## config.mk

```make
export PLATFORM = sky130hd
export DESIGN_NAME = cfg_bcast_fanout
export DESIGN_NICKNAME = d
export VERILOG_FILES = /design/src/rtl/cfg_bcast_pkg.sv /design/src/rtl/cfg_bcast_ctrl.sv /design/src/rtl/cfg_bcast_dpath.sv /design/src/rtl/cfg_bcast_fanout.sv
export SDC_FILE = /design/constraint.sdc
export NUM_CORES = 1
export LEC_CHECK = 0
export ABC_AREA = 1
export ABC_CLOCK_PERIOD_IN_PS = 7480
export BUFFER_PORTS_ARGS = -buffer_cell sky130_fd_sc_hd__buf_2
export CAP_MARGIN = 25
export CELL_PAD_IN_SITES_DETAIL_PLACEMENT = 1
export CELL_PAD_IN_SITES_GLOBAL_PLACEMENT = 1
export CORE_ASPECT_RATIO = 0.6
export CORE_MARGIN = 3
export CORE_UTILIZATION = 30
export DETAILED_ROUTE_END_ITERATION = 10
export PLACE_DENSITY = 0.7
export SETUP_SLACK_MARGIN = 0.1
export SYNTH_ARGS = -nofsm -noshare
export SYNTH_HDL_FRONTEND = slang
export SYNTH_SLANG_ARGS = --single-unit
```

## constraint.sdc

```tcl
create_clock -name clk -period 7.48 [get_ports clk]
set_input_delay 1.122 -clock clk [delete_from_list [all_inputs] [get_ports clk]]
set_output_delay 1.122 -clock clk [all_outputs]
set_load 0.03 [all_outputs]
```

## src/rtl/cfg_bcast_pkg.sv

```systemverilog
package cfg_bcast_pkg;
  localparam int CODE_W = 6;
  localparam int SLOT_W = 2;

  typedef struct packed {
    logic              wrEn;
    logic              win;
    logic [SLOT_W-1:0] slot;
    logic              launch;
    logic [CODE_W-1:0] regCode;
  } ctrlStrobe_t;
endpackage

```

## src/rtl/cfg_bcast_ctrl.sv

```systemverilog
module cfg_bcast_ctrl
  import cfg_bcast_pkg::*;
#(
  parameter int NUM_PORTS       = 15,
  parameter int ADDR_W          = 12,
  parameter int FRAME_DATA_CODE = 4
) (
  input  logic                 clk,
  input  logic                 rstN,
  input  logic                 reqValid,
  input  logic                 reqWrite,
  input  logic                 reqWin,
  input  logic [ADDR_W-1:0]    reqAddr,
  input  logic [NUM_PORTS-1:0] portEnable,
  input  logic [NUM_PORTS-1:0] portReady,
  output ctrlStrobe_t          strb,
  output logic [NUM_PORTS-1:0] pktValid,
  output logic                 reqReady,
  output logic                 reqErr
);
  localparam int CODE_LSB = 4;
  localparam int CODE_MSB = CODE_LSB + CODE_W - 1;
  localparam logic [SLOT_W-1:0] LAST_SLOT = '1;

  logic [NUM_PORTS-1:0] pendQ;
  logic                 errQ;
  logic                 accept;
  logic                 aligned;
  logic                 goodWr;
  logic                 unusedAddrHi;

  assign unusedAddrHi = ^reqAddr[ADDR_W-1:CODE_MSB+1];

  assign reqReady = ~|pendQ;
  assign accept   = reqValid & reqReady;
  assign aligned  = (reqAddr[1:0] == 2'b00);
  assign goodWr   = accept & reqWrite & aligned;

  always_comb begin
    strb.wrEn    = goodWr;
    strb.win     = reqWin;
    strb.slot    = reqAddr[3:2];
    strb.launch  = goodWr && (reqAddr[3:2] == LAST_SLOT);
    strb.regCode = reqWin ? CODE_W'(FRAME_DATA_CODE) : reqAddr[CODE_MSB:CODE_LSB];
  end

  always_ff @(posedge clk) begin
    if (!rstN) begin
      pendQ <= '0;
      errQ  <= 1'b0;
    end else begin
      if (strb.launch) pendQ <= portEnable;
      else             pendQ <= pendQ & ~portReady;
      errQ <= accept & ~(reqWrite & aligned);
    end
  end

  assign pktValid = pendQ;
  assign reqErr   = errQ;

  // the launched valid mask is the enables sampled at completion
  a_r5_launch_mask: assert property (@(posedge clk) disable iff (!rstN)
    strb.launch |=> (pktValid == $past(portEnable)));

  // a pending port keeps valid until it shows ready
  a_r6_hold_until_ready: assert property (@(posedge clk) disable iff (!rstN)
    (|(pktValid & ~portReady)) |=>
      ((pktValid & $past(pktValid & ~portReady)) == $past(pktValid & ~portReady)));

  // nothing is stored while delivery is outstanding
  a_r7_no_store_busy: assert property (@(posedge clk) disable iff (!rstN)
    (|pktValid) |-> !strb.wrEn);

  // a misaligned write stores nothing and is flagged next cycle
  a_r9_misaligned: assert property (@(posedge clk) disable iff (!rstN)
    (reqValid && reqReady && reqWrite && (reqAddr[1:0] != 2'b00)) |->
      (!strb.wrEn ##1 reqErr));
endmodule

```

## src/rtl/cfg_bcast_dpath.sv

```systemverilog
module cfg_bcast_dpath
  import cfg_bcast_pkg::*;
#(
  parameter int WORD_W = 32
) (
  input  logic                clk,
  input  logic                rstN,
  input  ctrlStrobe_t         strb,
  input  logic [WORD_W-1:0]   reqWdata,
  output logic [CODE_W-1:0]   pktRegCode,
  output logic [4*WORD_W-1:0] pktData
);
  localparam int NUM_WIN   = 2;
  localparam int NUM_SLOTS = 1 << SLOT_W;

  logic [WORD_W-1:0] bufQ [NUM_WIN][NUM_SLOTS];

  for (genvar w = 0; w < NUM_WIN; w++) begin : g_win
    for (genvar s = 0; s < NUM_SLOTS; s++) begin : g_slot
      always_ff @(posedge clk) begin
        if (!rstN)
          bufQ[w][s] <= '0;
        else if (strb.wrEn && (strb.win == 1'(w)) && (strb.slot == SLOT_W'(s)))
          bufQ[w][s] <= reqWdata;
      end
    end
  end

  always_ff @(posedge clk) begin
    if (!rstN) begin
      pktData    <= '0;
      pktRegCode <= '0;
    end else if (strb.launch) begin
      pktData    <= {reqWdata, bufQ[strb.win][2], bufQ[strb.win][1], bufQ[strb.win][0]};
      pktRegCode <= strb.regCode;
    end
  end

  // the completing word lands in the top word of the packet
  a_r2_slot3_word: assert property (@(posedge clk) disable iff (!rstN)
    strb.launch |=> (pktData[4*WORD_W-1:3*WORD_W] == $past(reqWdata)));
endmodule

```

## src/rtl/cfg_bcast_fanout.sv

```systemverilog
module cfg_bcast_fanout
  import cfg_bcast_pkg::*;
#(
  parameter int NUM_PORTS       = 15,
  parameter int WORD_W          = 32,
  parameter int ADDR_W          = 12,
  parameter int FRAME_DATA_CODE = 4
) (
  input  logic                 clk,
  input  logic                 rstN,
  input  logic                 reqValid,
  input  logic                 reqWrite,
  input  logic                 reqWin,
  input  logic [ADDR_W-1:0]    reqAddr,
  input  logic [WORD_W-1:0]    reqWdata,
  output logic                 reqReady,
  output logic [WORD_W-1:0]    rdData,
  output logic                 reqErr,
  input  logic [NUM_PORTS-1:0] portEnable,
  input  logic [NUM_PORTS-1:0] portReady,
  output logic [NUM_PORTS-1:0] pktValid,
  output logic [CODE_W-1:0]    pktRegCode,
  output logic [4*WORD_W-1:0]  pktData
);
  ctrlStrobe_t strb;

  cfg_bcast_ctrl #(
    .NUM_PORTS(NUM_PORTS), .ADDR_W(ADDR_W), .FRAME_DATA_CODE(FRAME_DATA_CODE)
  ) ctrl_i (
    .clk(clk), .rstN(rstN), .reqValid(reqValid), .reqWrite(reqWrite),
    .reqWin(reqWin), .reqAddr(reqAddr), .portEnable(portEnable),
    .portReady(portReady), .strb(strb), .pktValid(pktValid),
    .reqReady(reqReady), .reqErr(reqErr)
  );

  cfg_bcast_dpath #(.WORD_W(WORD_W)) dpath_i (
    .clk(clk), .rstN(rstN), .strb(strb), .reqWdata(reqWdata),
    .pktRegCode(pktRegCode), .pktData(pktData)
  );

  assign rdData = '0;

  // payload and code are frozen while any port is still pending
  a_r13_payload_stable: assert property (@(posedge clk) disable iff (!rstN)
    (|(pktValid & ~portReady)) |=> ($stable(pktData) && $stable(pktRegCode)));

  // an accepted read raises the error pulse and launches nothing
  a_r8_read_refused: assert property (@(posedge clk) disable iff (!rstN)
    (reqValid && reqReady && !reqWrite) |=> (reqErr && (pktValid == '0)));
endmodule

```

Word-level counts from Yosys, hierarchy flattened --
Memory sizes are Yosys's and may differ from the RTL's. A register that Yosys moved wholly into a read port is not among the register bits. Index checks and enable logic that the tools add are counted.
Word-level totals: memories 1, flip-flop bits (word level) 150, bits of input ports 79, bits in writable memories 256, output and inout bits 183, word-level logic and storage cells 76
Cells by class: bitwise operators 17, eq/ne operators 3, reductions and logical operators 16, multiplexer cells 35
Memories:
- dpath_i.bufQ | depth 2, bits a word 128, read ports 1, clocked after memory_dff 1, wr ports 2, RTL line cfg_bcast_dpath.sv:16 | logic [WORD_W-1:0] bufQ [NUM_WIN][NUM_SLOTS];
Operators by type and width (number):
- 2-to-1 mux 32 bit | 8
- 2-to-1 mux 1 bit | 25
- AND 15 bit | 1
- 2-to-1 mux 15 bit | 1
- NOT 15 bit | 1
- OR reduction 15 bit | 1
- logical AND 1 bit | 11
- bitwise OR 1 bit | 8
- 2-to-1 mux 6 bit | 1
- AND 1 bit | 5
- == test 2 bit (second input constant) | 2
- zero test 2 bit | 2
- == test 2 x 1 -> 1 bit (second input constant) | 1
- zero test 1 bit | 2
- NOT 1 bit | 2

Logic depth before layout (Yosys ltp) --
Gate-level depths: netlist (run 1).
depth after elaboration 11, gate-level depth with buffers 11, gate-level depth less buffers 9

Hierarchy --
Synthesis (run 1) repeated with hierarchy kept, for this count alone.
Unflattened totals: cells, all modules 1617, area total of the unflattened synthesis 14082.3 µm²
By module, submodules not included:
- cfg_bcast_dpath | sequential area each 8448.1 µm², times used 1, area each 12828.6 µm², cells each 1417
- cfg_bcast_ctrl | sequential area each 320.3 µm², times used 1, area each 1009.7 µm², cells each 167
- cfg_bcast_fanout | sequential area each 0.0 µm², times used 1, area each 244.0 µm², cells each 33

Worst setup path before layout (run 1) --
OpenSTA, ideal clock, no wires.
kind input port to flip-flop, from input port reqAddr[1], to memory dpath_i.bufQ[1][100] (netlist name), enable pin, stages 8, path buffers 1, arrival 2.724 ns, path slack 4.367 ns, path through nor2_1 nand2_1 inv_2 buf_1 nand2_1 nor2_1 nand2_1 nand2_1
RTL lines:
- start: declaration | RTL line cfg_bcast_fanout.sv:14 | input logic [ADDR_W-1:0] reqAddr,
- end: declaration | RTL line cfg_bcast_dpath.sv:16

==> results.txt, run 1 <==
* Fraction of layout instances using a drive strength above 1: 18.5%
- The internal portion of the total power is 3.33 mW.
* Sort of element at the end of the critical path: flop
- Delay of the slowest critical-path stage: 530 ps
- After routing, the total negative slack on setup checks comes to 0 ps.
- Crit path top cell by count: sky130_fd_sc_hd__nand2_1
- Most heavily used metal layer in global routing: met2
- The clock reaches the later pin of the worst-skew pair after about 530 ps.
* Met1 capacity usage during global routing: approximately 25%
* Total number of placement rows: 61
* Class of the tightest hold or removal check: flop to flop
* Average footprint of a synthesized cell: 9.56 um^2
- On the critical path, the stage with the largest delay is an instance of sky130_fd_sc_hd__buf_6.
* Combinational fraction of design power: 7.4%
- Number of buffers inserted by post-CTS setup repair: 0
* Vias in the first global route: 11.6k
- Via total after detailed routing: approximately 11k
* Residual DRC: 0
- Category of the most critical setup path: input pin to flop
- Gates resized during post-CTS repair numbered 0.
- At the pin with the least slew margin, the transition time is ~1100 ps.
- Entering global routing, the biggest net connects 120 pins.
- Highest fanout seen on the critical path: between 50 and 60
- Count of buffers from port buffering: 227
* Worst hold start: dpath_i.pktData[105]
- In this run the tightest slew margin relative to its limit is 28.7%.
- The number of antenna violations at the first check in global routing is 1.
- Setup repair after global routing left no endpoint under its margin.
- STA puts the critical path data arrival time at ~3300 ps.
- Via count normalized by instance count: 4.75
- Sequential fraction of design power: 46.7%
- Post-placement setup slack: between 3000 and 4000 ps
- Cell type with the largest total area after synthesis: sky130_fd_sc_hd__edfxtp_1
- Number of nets in the final layout: 1764
* Power dissipated by switching net loads: 1.05 mW
- 262 I/O pins were placed.
- Final critical-path share of the clock period: 41.7%
- Yosys printed 0 warnings.
- The synthesized netlist contains 22 unique library cells.
- Worst Setup Slack, final: between 4000 and 5000 ps
* Drt pass-1 iters: 5
- TritonCTS built the clock tree.
* Fin crit period: 3120 ps
- Counting flops and latches in the post-synthesis netlist gives roughly 340.
- Wire length of the first global-routing pass: 70.6 mm
* Achievable frequency: 320 MHz
- At the worst endpoint, the required time is 7630 ps.
- The clock passes through at most 3 buffers.
* Cell-by-cell trace of the critical path: buf_6 -> clkinv_1 -> nor2_1 -> nand2_1 -> nand2_1 -> buf_4
- GR Layer Usage met3: 3.76%
- Power Dens Cells: approximately 250 nW/um^2
- The tree built by TritonCTS fans out to between 300 and 400 sinks.
- CP top delay family: buffers and inverters
- Relative to the synthesized area, the layout overhead comes to 19.8%.
* Fillers: 5411
* Setup violators final: 0
* Overall die area: around 51000 um^2
* Horizontal die dimension: 289 um
* Number of max-slew violations in the final report: 0
- Std-Cell Core Area: between 40000 and 50000 um^2
- Hold Buf Count CTS: 0
- Synthesis handed over a netlist of 1506 instances.
- Result of the run: finished, final reports clean
- Effective utilization at floorplan: roughly 31%
- Leakage component of the power: 7.68 nW
* Root Buffer Master: sky130_fd_sc_hd__clkbuf_16
- Switching share of total power: between 20% and 30%
* Final-report hold violation count: 0
- Post-route clock skew: 13.6 ps
* Average wire per standard cell: 19.9 um
- Total wire length after detailed routing: 46.8 mm
- Maximum capacitance violations: 0
* Launch point of the critical path: reqWin
* Top post-synthesis cells by area: sky130_fd_sc_hd__edfxtp_1, sky130_fd_sc_hd__dfxtp_1, sky130_fd_sc_hd__nor2_1
- Weighted congestion at the end of routability-driven global placement: 0.784
- Maximum vdd drop: 0.000123 V
* Total global routing track utilization: 18.2%
- GR Util met2: a little under a third
- The worst setup path is launched from an input pin.
- The critical path contains buffers and inverters numbering 3 combined.
* Summed instance area of the synthesized netlist: ~14000 um^2
- In this run the vertical extent of the chip is approximately 180 um.
* Clock power share: a little under half
* Share of the synthesized area in the top cell type: 40.0%
- Initial DRC Count: around 640
- The share of the Yosys chip area taken by registers is 60.9%.
- Htree depth: 2
- Grt ovf: 0
- Remaining number of nets flagged by the antenna check after routing: 0
- Hpwl dp: slightly below 30 mm
- The startpoint identified for the worst register-to-register timing path is ctrl_i.pktValid[11].
- Number of buffers inserted during clock tree synthesis: 38
* Reg clk slew, reported paths: roughly 60 ps
[final cells by class]
class / count / area, um^2 / share of cell area, %
inverter: 77 / 297 / 1.72
clock inverter: 20 / 224 / 1.30
sequential: 342 / 8770 / 50.8
tap: 630 / 788 / 4.57
timing repair buffer: 249 / 1350 / 7.85
multi-input combinational: 977 / 4700 / 27.3
clock buffer: 50 / 1110 / 6.46
antenna: 1 / 2.50 / 0.0145
[worst register-to-register path, cell delays in order, from the launching register on]
cell	delay, ps
sky130_fd_sc_hd__dfxtp_1	330
sky130_fd_sc_hd__nor2_1	160
sky130_fd_sc_hd__nand2_1	70
sky130_fd_sc_hd__nor2_1	130
sky130_fd_sc_hd__nand2_2	130
sky130_fd_sc_hd__nor2_4	550
sky130_fd_sc_hd__nand2_1	210
sky130_fd_sc_hd__nor2_1	260
sky130_fd_sc_hd__nand2_1	100
sky130_fd_sc_hd__nand2_1	70
sky130_fd_sc_hd__buf_4	500
[metal layers]
layer | vias to the layer above | part of all wire [%]
met5 | - | 0
met4 | 0 | 1.7
met3 | 55 | 5.1
met2 | 271 | 47
met1 | 5526 | 46
li1 | 5301 | -
[cell usage after synthesis]
cell type                    n
sky130_fd_sc_hd__a21oi_1     5
sky130_fd_sc_hd__buf_1      14
sky130_fd_sc_hd__buf_2      36
sky130_fd_sc_hd__buf_4      33
sky130_fd_sc_hd__buf_6       8
sky130_fd_sc_hd__clkbuf_1   50
sky130_fd_sc_hd__clkinv_1    1
sky130_fd_sc_hd__conb_1      1
sky130_fd_sc_hd__dfxtp_1   150
sky130_fd_sc_hd__edfxtp_1  192
sky130_fd_sc_hd__inv_1      73
sky130_fd_sc_hd__inv_2       3
sky130_fd_sc_hd__mux2i_1    96
sky130_fd_sc_hd__nand2_1   169
sky130_fd_sc_hd__nand2_2     1
sky130_fd_sc_hd__nand3_4     1
sky130_fd_sc_hd__nand4_1   154
sky130_fd_sc_hd__nor2_1    515
sky130_fd_sc_hd__nor2_4      1
sky130_fd_sc_hd__nor3_4      1
sky130_fd_sc_hd__nor4_1      1
sky130_fd_sc_hd__or2_2       1
[power by group through the flow]
stage | logic (mW) | registers, mW | clock network, mW
floorplan | 0.200 | 2.10 | 0
global placement | 0.321 | 2.08 | 0
detailed placement | 0.324 | 2.09 | 0
CTS | 0.326 | 2.05 | 2.06
global route | 0.353 | 2.05 | 2.15
finish | 0.323 | 2.05 | 2.01
[layout by cell type, fill, tap and decap left out]
cell type                    instances
sky130_fd_sc_hd__buf_2             225
sky130_fd_sc_hd__nor3_4              1
sky130_fd_sc_hd__clkbuf_4            1
sky130_fd_sc_hd__clkbuf_8            3
sky130_fd_sc_hd__conb_1             32
sky130_fd_sc_hd__diode_2             1
sky130_fd_sc_hd__clkbuf_16          42
sky130_fd_sc_hd__mux2i_1            96
sky130_fd_sc_hd__inv_1              73
sky130_fd_sc_hd__nor2_1            515
sky130_fd_sc_hd__nand2_1           169
sky130_fd_sc_hd__nor4_1              1
sky130_fd_sc_hd__buf_16              2
sky130_fd_sc_hd__nand3_4             1
sky130_fd_sc_hd__buf_4              20
sky130_fd_sc_hd__buf_6               2
sky130_fd_sc_hd__dfxtp_1           150
sky130_fd_sc_hd__bufinv_16           5
sky130_fd_sc_hd__nor2_4              1
sky130_fd_sc_hd__or2_2               1
sky130_fd_sc_hd__nand4_1           154
sky130_fd_sc_hd__nand2_2             1
sky130_fd_sc_hd__clkbuf_1            4
sky130_fd_sc_hd__inv_6               1
sky130_fd_sc_hd__a21oi_1             5
sky130_fd_sc_hd__edfxtp_1          192
sky130_fd_sc_hd__clkinv_1            7
sky130_fd_sc_hd__clkinvlp_4          1
sky130_fd_sc_hd__inv_4               3
sky130_fd_sc_hd__clkinv_2            7
[registers in the layout, indices dropped and copies added (netlist names)]
register / flops
dpath_i.pktRegCode: 6
dpath_i.bufQ: 192
ctrl_i.reqErr: 1
ctrl_i.pktValid: 15
dpath_i.pktData: 128
[worst paths after layout]
kind / slack, ps / end / depth (start not counted)
worst max-delay path: 4360 / dpath_i.bufQ[1][78] / 6
worst min-delay path: 460 / dpath_i.pktData[105] / 2
worst max register to register: 4570 / dpath_i.bufQ[1][78] / 10
worst min register to register: 460 / dpath_i.pktData[105] / 2
[per-stage QoR]
step	power (mW)	cell area (um^2)	hold WS (ps)	instances	utilization, %
floorplan	2.30	14500	582	1537	-
global placement	2.40	15900	449	2273	33.8
detailed placement	2.41	15900	453	2273	33.8
CTS	4.44	17200	470	2343	36.7
global route	4.55	17200	492	2345	36.8
finish	4.38	17200	462	2346	36.8
[cells by family after synthesis]
logic type / after synthesis / synth area share [%]
flops: 342 / 60.9
buf+inv: 218 / 7.27
compound gates: 5 / 0.174
mux: 96 / 6.67
other cells: 1 / 0.0260
simple gates: 844 / 25.0
(Power assumes the default switching activity.)
==> run 2, diff against run 1 <==
ABC_CLOCK_PERIOD_IN_PS = 3100   (was 7480)
clock period = 3.1 ns   (was 7.48 ns; I/O delays follow)
==> results.txt, run 2 (synthesis results as in run 1) <==
- Result of the run: finished, final reports clean
- After detailed routing, the total wire length is 46.6 mm.
- Sort of element at the end of the critical path: flop
- Adding up every negative setup slack in the final design gives 0 ps.
- Reg clk slew, reported paths: 60 ps
* Wire length of the first global-routing pass: 70.6 mm
* Number of max-slew violations in the final report: 0
- The tool flagged a number of max-cap violations equal to 0.
* Flip-flop count of the largest register, all copies and words added: around 190
- For this run, global-route usage on met1 was measured as 24.2%.
- Pin placement for this block handled 262 I/O pins.
- In the layout the commonest cells are sky130_fd_sc_hd__nor2_1, sky130_fd_sc_hd__buf_2, sky130_fd_sc_hd__edfxtp_1, sky130_fd_sc_hd__nand2_1, sky130_fd_sc_hd__nand4_1.
- Setup violations remaining at the end of the flow were counted as 0.
- Cell area reported after detailed placement: 16000 um^2
- Layout overhead on the synthesized area: 19.5%
- Fin crit period: approximately 2400 ps
* Count of buffers from port buffering: between 200 and 250
- Number of gates resized after CTS: 0
* Final Instance Area: 17200 um^2
- At the later pin of the worst-skew pair, clock insertion delay measures roughly 530 ps.
* Achievable frequency: between 400 and 500 MHz
- Along the worst path, the maximum fanout reaches 20.
- GR Layer Usage met3: 4.24%
- Measured along the y axis, the die boundary spans 176 um.
- Entering global routing, the biggest net connects around 140 pins.
* Critical path startpoint category: flop
- Average wire per standard cell: roughly 20 um
- Once detail routing completed, the nets flagged for antenna violations numbered 0.
* Setup repair after global routing missed its margin: no
- Worst Setup Slack, final: between 600 and 700 ps
- Class of the tightest hold or removal check: input pin to flop
* Total number of placement rows: 61
* Area occupied by registers: 8770 um^2
- Total power for the finished layout comes to 10.1 mW.
- Number of buffers inserted by post-CTS setup repair: 0
- The final layout contains about 1.8k nets.
* Final-report hold violation count: 0
* Maximum vdd drop: 0.000282 V
- STA puts the critical path data required time at 3320 ps.
- Total global routing track utilization: a little under a fifth
- After the first detailed-routing iteration, the DRC count stood at ~650.
* Most heavily used metal layer in global routing: met2
- Effective utilization at floorplan: 30.7%
- Slew at the pin closest to its max-slew limit: 893 ps
- Post-route clock skew: 11.4 ps
* Vias in the first global route: 11.8k
- In the routed design, unresolved DRC markers number 0.
* Category of the most critical setup path: flop to flop
* Normalized max-slew margin: 40.4%
- Leakage component of the power: 7.66 nW
- Fillers: about 5.4k
- Leading cell type in the layout, fill and taps excluded: sky130_fd_sc_hd__nor2_1
- The H-tree was split into 2 levels.
- TritonCTS built the clock tree.
- After detailed routing, the number of vias per cell comes to around 4.8.
* Weighted congestion at the end of routability-driven global placement: ~0.8
- No sink is reached through more buffers than the 3 on the longest clock path.
- Overall die area: 50800 um^2
- Power Dens Cells: between 500 and 600 nW/um^2
* Horizontal die dimension: 289 um
* Root Buffer Master: sky130_fd_sc_hd__clkbuf_16
* Multi-input gate area in the final layout: 4700 um^2
* Hold Buf Count CTS: 0
* Setup slack of the worst register-to-register path: roughly 670 ps
- After layout, the worst path uses 78.4% of the clock period.
- In the global route stage, met2 resource usage came out at 30.1%.
- Data on the critical path arrives at its endpoint at ~2700 ps.
* Via total after detailed routing: 11.2k
- Number of buffers inserted during clock tree synthesis: 37
- Post-placement setup slack: 684 ps
* Number of antenna violations at the first check in global routing: 3
- For this run, the detailed router's first-pass iteration total came to 5.
* Hpwl dp: slightly below 30 mm
- For this run the aggregate overflow at the end of global routing stands at 0.
- Fraction of layout instances using a drive strength above 1: 18.4%
- More flip-flops sit in one register than any other, and that register is dpath_i.bufQ.
* Std-Cell Core Area: 46900 um^2
- Final Hold Slack: 226 ps
- CTS sink count: 342
run 2: final timing paths:
check | startpoint | depth (start not counted) | endpoint
hold reg to reg | dpath_i.pktData[29] | 2 | dpath_i.pktData[29]
setup reg to reg | ctrl_i.pktValid[13] | 10 | dpath_i.bufQ[0][78]
setup / recovery | ctrl_i.pktValid[13] | 10 | dpath_i.bufQ[0][78]
hold / removal | portReady[6] | 4 | ctrl_i.pktValid[6]
run 2: worst max-delay path: stages, from the launching register on:
cell                      delay (ps)
sky130_fd_sc_hd__dfxtp_1         320
sky130_fd_sc_hd__nor2_1          160
sky130_fd_sc_hd__nand2_1          90
sky130_fd_sc_hd__nor2_1          140
sky130_fd_sc_hd__nand2_2         130
sky130_fd_sc_hd__nor2_4          210
sky130_fd_sc_hd__nand2_1         130
sky130_fd_sc_hd__nor2_1          210
sky130_fd_sc_hd__nand2_1          90
sky130_fd_sc_hd__nand2_1         390
sky130_fd_sc_hd__buf_12          250
run 2: metal layers:
metal	up-vias	share of wire [%]	routed length (um)
met3	53	5.2	2410
met5	-	0	0
li1	5324	-	-
met1	5636	46	21400
met2	229	47	22000
met4	0	1.7	799
run 2: layout make-up:
| type | count | share of cell area [%] |
|---|---|---|
| diodes | 3 | 0.0436 |
| clock buffers | 54 | 6.29 |
| clock inverters | 14 | 0.567 |
| inverters | 77 | 1.72 |
| multi-input cells | 977 | 27.3 |
| flip-flops and latches | 342 | 50.9 |
| well taps | 630 | 4.58 |
| repair buffers | 255 | 8.55 |
run 2: power by group:
part | switching, mW | internal [mW]
Sequential | 0.0383 | 4.90
Combinational | 0.606 | 0.192
Clock | 1.83 | 2.52
run 2: stage by stage:
step                cells  util (%)
floorplan            1537         -
global placement     2281      34.2
detailed placement   2281      34.2
CTS                  2349      36.7
global route         2351      36.7
finish               2352      36.7
==> run 3, diff against run 2 <==
ABC_CLOCK_PERIOD_IN_PS = 2400   (was 3100)
clock period = 2.4 ns   (was 3.1 ns; I/O delays follow)
==> results.txt, run 3 (synthesis results as in run 1) <==
* Terminus of the critical flop-to-flop path: dpath_i.bufQ[1][38]
- The filler cells instantiated in the layout total approximately 5.5k.
* Leading cell type in the layout, fill and taps excluded: sky130_fd_sc_hd__nor2_1
- For the worst setup path, the data arrival time is ~2300 ps.
- Final cell count without fillers: approximately 2.4k
- In this run the static leakage power is 7.74 nW.
* Root Buffer Master: sky130_fd_sc_hd__clkbuf_16
- Multi-input gate area in the final layout: 4720 um^2
- Maximum capacitance violations: 0
- The congestion estimate from routability-driven global placement came to 0.759.
- Std-Cell Core Area: 46900 um^2
* Vias in the first global route: approximately 12k
- Final hold analysis gives a worst-case slack of between 100 and 150 ps.
* Worst Reg-to-Reg Cells: 10
* Number of nets in the final layout: ~1.8k
- In this run the critical register-to-register path is launched from ctrl_i.pktValid[13].
- Maximum vdd drop: roughly 0.0004 V
- After legalization and detailed placement, the total HPWL measured 30.2 mm.
* Clk Latency, worst-skew pair: 530 ps
- Layout overhead on the synthesized area: 21.1%
- Global routing consumed, over all layers together, ~18% of the routing resources.
* CTS sink count: about 340
- Power Dens Cells: 752 nW/um^2
* Class of the tightest hold or removal check: input pin to flop
- Inserted Diodes: 0
- Counting the buffers created by CTS gives 37.
* Slew at the pin closest to its max-slew limit: 562 ps
* Remaining number of nets flagged by the antenna check after routing: 0
- Worst hold start: portReady[4]
- Power dissipated by switching net loads: 3.20 mW
- Top reg by flops: dpath_i.bufQ
- Setup slack of the worst register-to-register path: about 280 ps
* Setup TNS after final layout: 0 ps
- Highest fanout seen on the critical path: 29
- Required time reported for the critical path endpoint: between 2000 and 3000 ps
- For this run, design rule violations remaining after detail routing come to 0.
- Top metal layer carrying routed signals: met4
- Entering global routing, the biggest net connects 78 pins.
- Cell internal power was estimated by the tool at 9.92 mW.
- I/O pin count: approximately 260
* Height of the chip: roughly 180 um
- Total wire length after detailed routing: ~47 mm
- After clock tree synthesis, the clock-pin slew on the worst setup and hold paths is 60 ps.
* Effective utilization at floorplan: 30.7%
- Between clock sinks in the finished design, the worst skew comes to 12.3 ps.
- Most frequent cells in the layout: sky130_fd_sc_hd__nor2_1, sky130_fd_sc_hd__buf_2, sky130_fd_sc_hd__edfxtp_1, sky130_fd_sc_hd__nand2_1, sky130_fd_sc_hd__nand4_1
- Critical path startpoint category: flop
- Wire length of the first global-routing pass: 69.9 mm
* Switching share of total power: 24.4%
- Summing all placed instances gives a cell area of 16200 um^2.
- Horizontal die dimension: 289 um
* Cell Count Post-Placement: 2284
- Registers take 8770 um^2.
- Number of max-slew violations in the final report: 0
* Worst Hold Depth: 4
- TritonCTS clock tree: yes
- After the first detailed-routing iteration, the DRC count stood at around 910.
- Total number of placement rows: just over 60
- Number of buffers inserted by post-CTS setup repair: 0
* Achievable frequency: 471 MHz
* Via count normalized by instance count: roughly 4.8
- Count of buffers from port buffering: 227
- In this run, the combinational gates consume 8.0% of the power.
- Clock power share: 43.4%
- The worst setup path is captured at a flop.
* Via total after detailed routing: between 10k and 15k
- The first detailed-routing pass ran for 5 iterations.
- Overall die area: 50800 um^2
- Hold-critical path endpoint: ctrl_i.pktValid[4]
- The flow ran to the end, and the final reports show no timing, DRC or antenna violations.
- Setup repair after global routing missed its margin: no
- Dividing the detail-routed wire length by the instance count gives between 15 and 20 um.
- In the detailed route, the total length drawn on met2 is 21.3 mm.
- Final critical-path share of the clock period: 88.5%
* Grt ovf: 0
* Hold Buf Count CTS: 0
- In this run the tightest slew margin relative to its limit is 62.5%.
* Largest buffer count on any clock path: 3
* Setup violators final: 0
- Htree depth: 2
- Fin crit period: 2120 ps
* Final-report hold violation count: 0
- Fraction of layout instances using a drive strength above 1: about a fifth
- Once the clock tree was built, the resizer swapped 0 gates to a different size.
- Routed length on met3: 2.77 mm
- The finished cells cover 17400 um^2.
- Met1 routed wirelength after detailed routing: 21.9 mm
* Number of antenna violations at the first check in global routing: 1
- Category of the most critical setup path: flop to flop
* Sequential fraction of design power: 48.6%
- The register with the most flip-flops in the layout has 192 of them.
- After layout, the design draws a total of 13.1 mW.
run 3: cell count changes in the layout (fill, tap and decap cells not counted), moves of 2 or more:
cell,previous run,this run
sky130_fd_sc_hd__buf_12,9,15
sky130_fd_sc_hd__nand2_1,169,163
sky130_fd_sc_hd__nand2_2,1,7
sky130_fd_sc_hd__buf_4,19,14
sky130_fd_sc_hd__clkinv_1,5,2
sky130_fd_sc_hd__clkinvlp_4,0,3
sky130_fd_sc_hd__diode_2,3,0
sky130_fd_sc_hd__buf_16,0,2
sky130_fd_sc_hd__clkbuf_16,39,41
sky130_fd_sc_hd__clkbuf_8,5,7
run 3: cell type report:
cell class                      instances  area share [%]
Sequential cell                       342            50.3
Multi-Input combinational cell        977            27.0
Timing Repair Buffer                  260            9.51
Clock buffer                           56            6.36
Tap cell                              630            4.52
Inverter                               77            1.73
Clock inverter                         12           0.545
run 3: routing by layer:
metal | vias to the layer above | GRT usage (%)
met5 | - | 0
met4 | 0 | 3.57
met3 | 50 | 3.67
met1 | 5610 | 25.1
li1 | 5326 | -
met2 | 294 | 28.3
run 3: power by group through the flow:
stage	logic [mW]	clock network (mW)	registers [mW]
global placement	1.04	0	6.49
floorplan	0.627	0	6.55
CTS	1.06	5.84	6.38
finish	1.05	5.69	6.37
global route	1.15	6.08	6.39
detailed placement	1.06	0	6.50
run 3: critical path: stages, from the launching register on:
cell	delay, ps
sky130_fd_sc_hd__dfxtp_1	330
sky130_fd_sc_hd__nor2_1	160
sky130_fd_sc_hd__nand2_1	70
sky130_fd_sc_hd__nor2_1	190
sky130_fd_sc_hd__nand2_2	170
sky130_fd_sc_hd__nor2_4	120
sky130_fd_sc_hd__nand2_1	70
sky130_fd_sc_hd__nor2_1	210
sky130_fd_sc_hd__nand2_1	110
sky130_fd_sc_hd__nand2_2	140
sky130_fd_sc_hd__buf_12	220
run 3: worst max path at each step:
stage / cells after the start / to / slack, ps / start
after floorplan: 10 / dpath_i.bufQ[1][100] / 150 / ctrl_i.pktValid[13]
after global placement: 11 / dpath_i.pktData[8] / 280 / ctrl_i.pktValid[13]
after detailed placement: 11 / dpath_i.pktData[44] / 180 / ctrl_i.pktValid[13]
after CTS: 11 / dpath_i.pktData[44] / 160 / ctrl_i.pktValid[13]
after global routing: 10 / dpath_i.bufQ[0][37] / 110 / ctrl_i.pktValid[13]
final: 10 / dpath_i.bufQ[1][38] / 280 / ctrl_i.pktValid[13]
run 3: stage by stage:
| stage | worst slack, ps | util [%] |
|---|---|---|
| after CTS | 155 | 37.1 |
| after floorplan | 150 | - |
| after global placement | 283 | 34.5 |
| after detailed placement | 179 | 34.5 |
| final | 275 | 37.2 |
| after global routing | 105 | 37.2 |
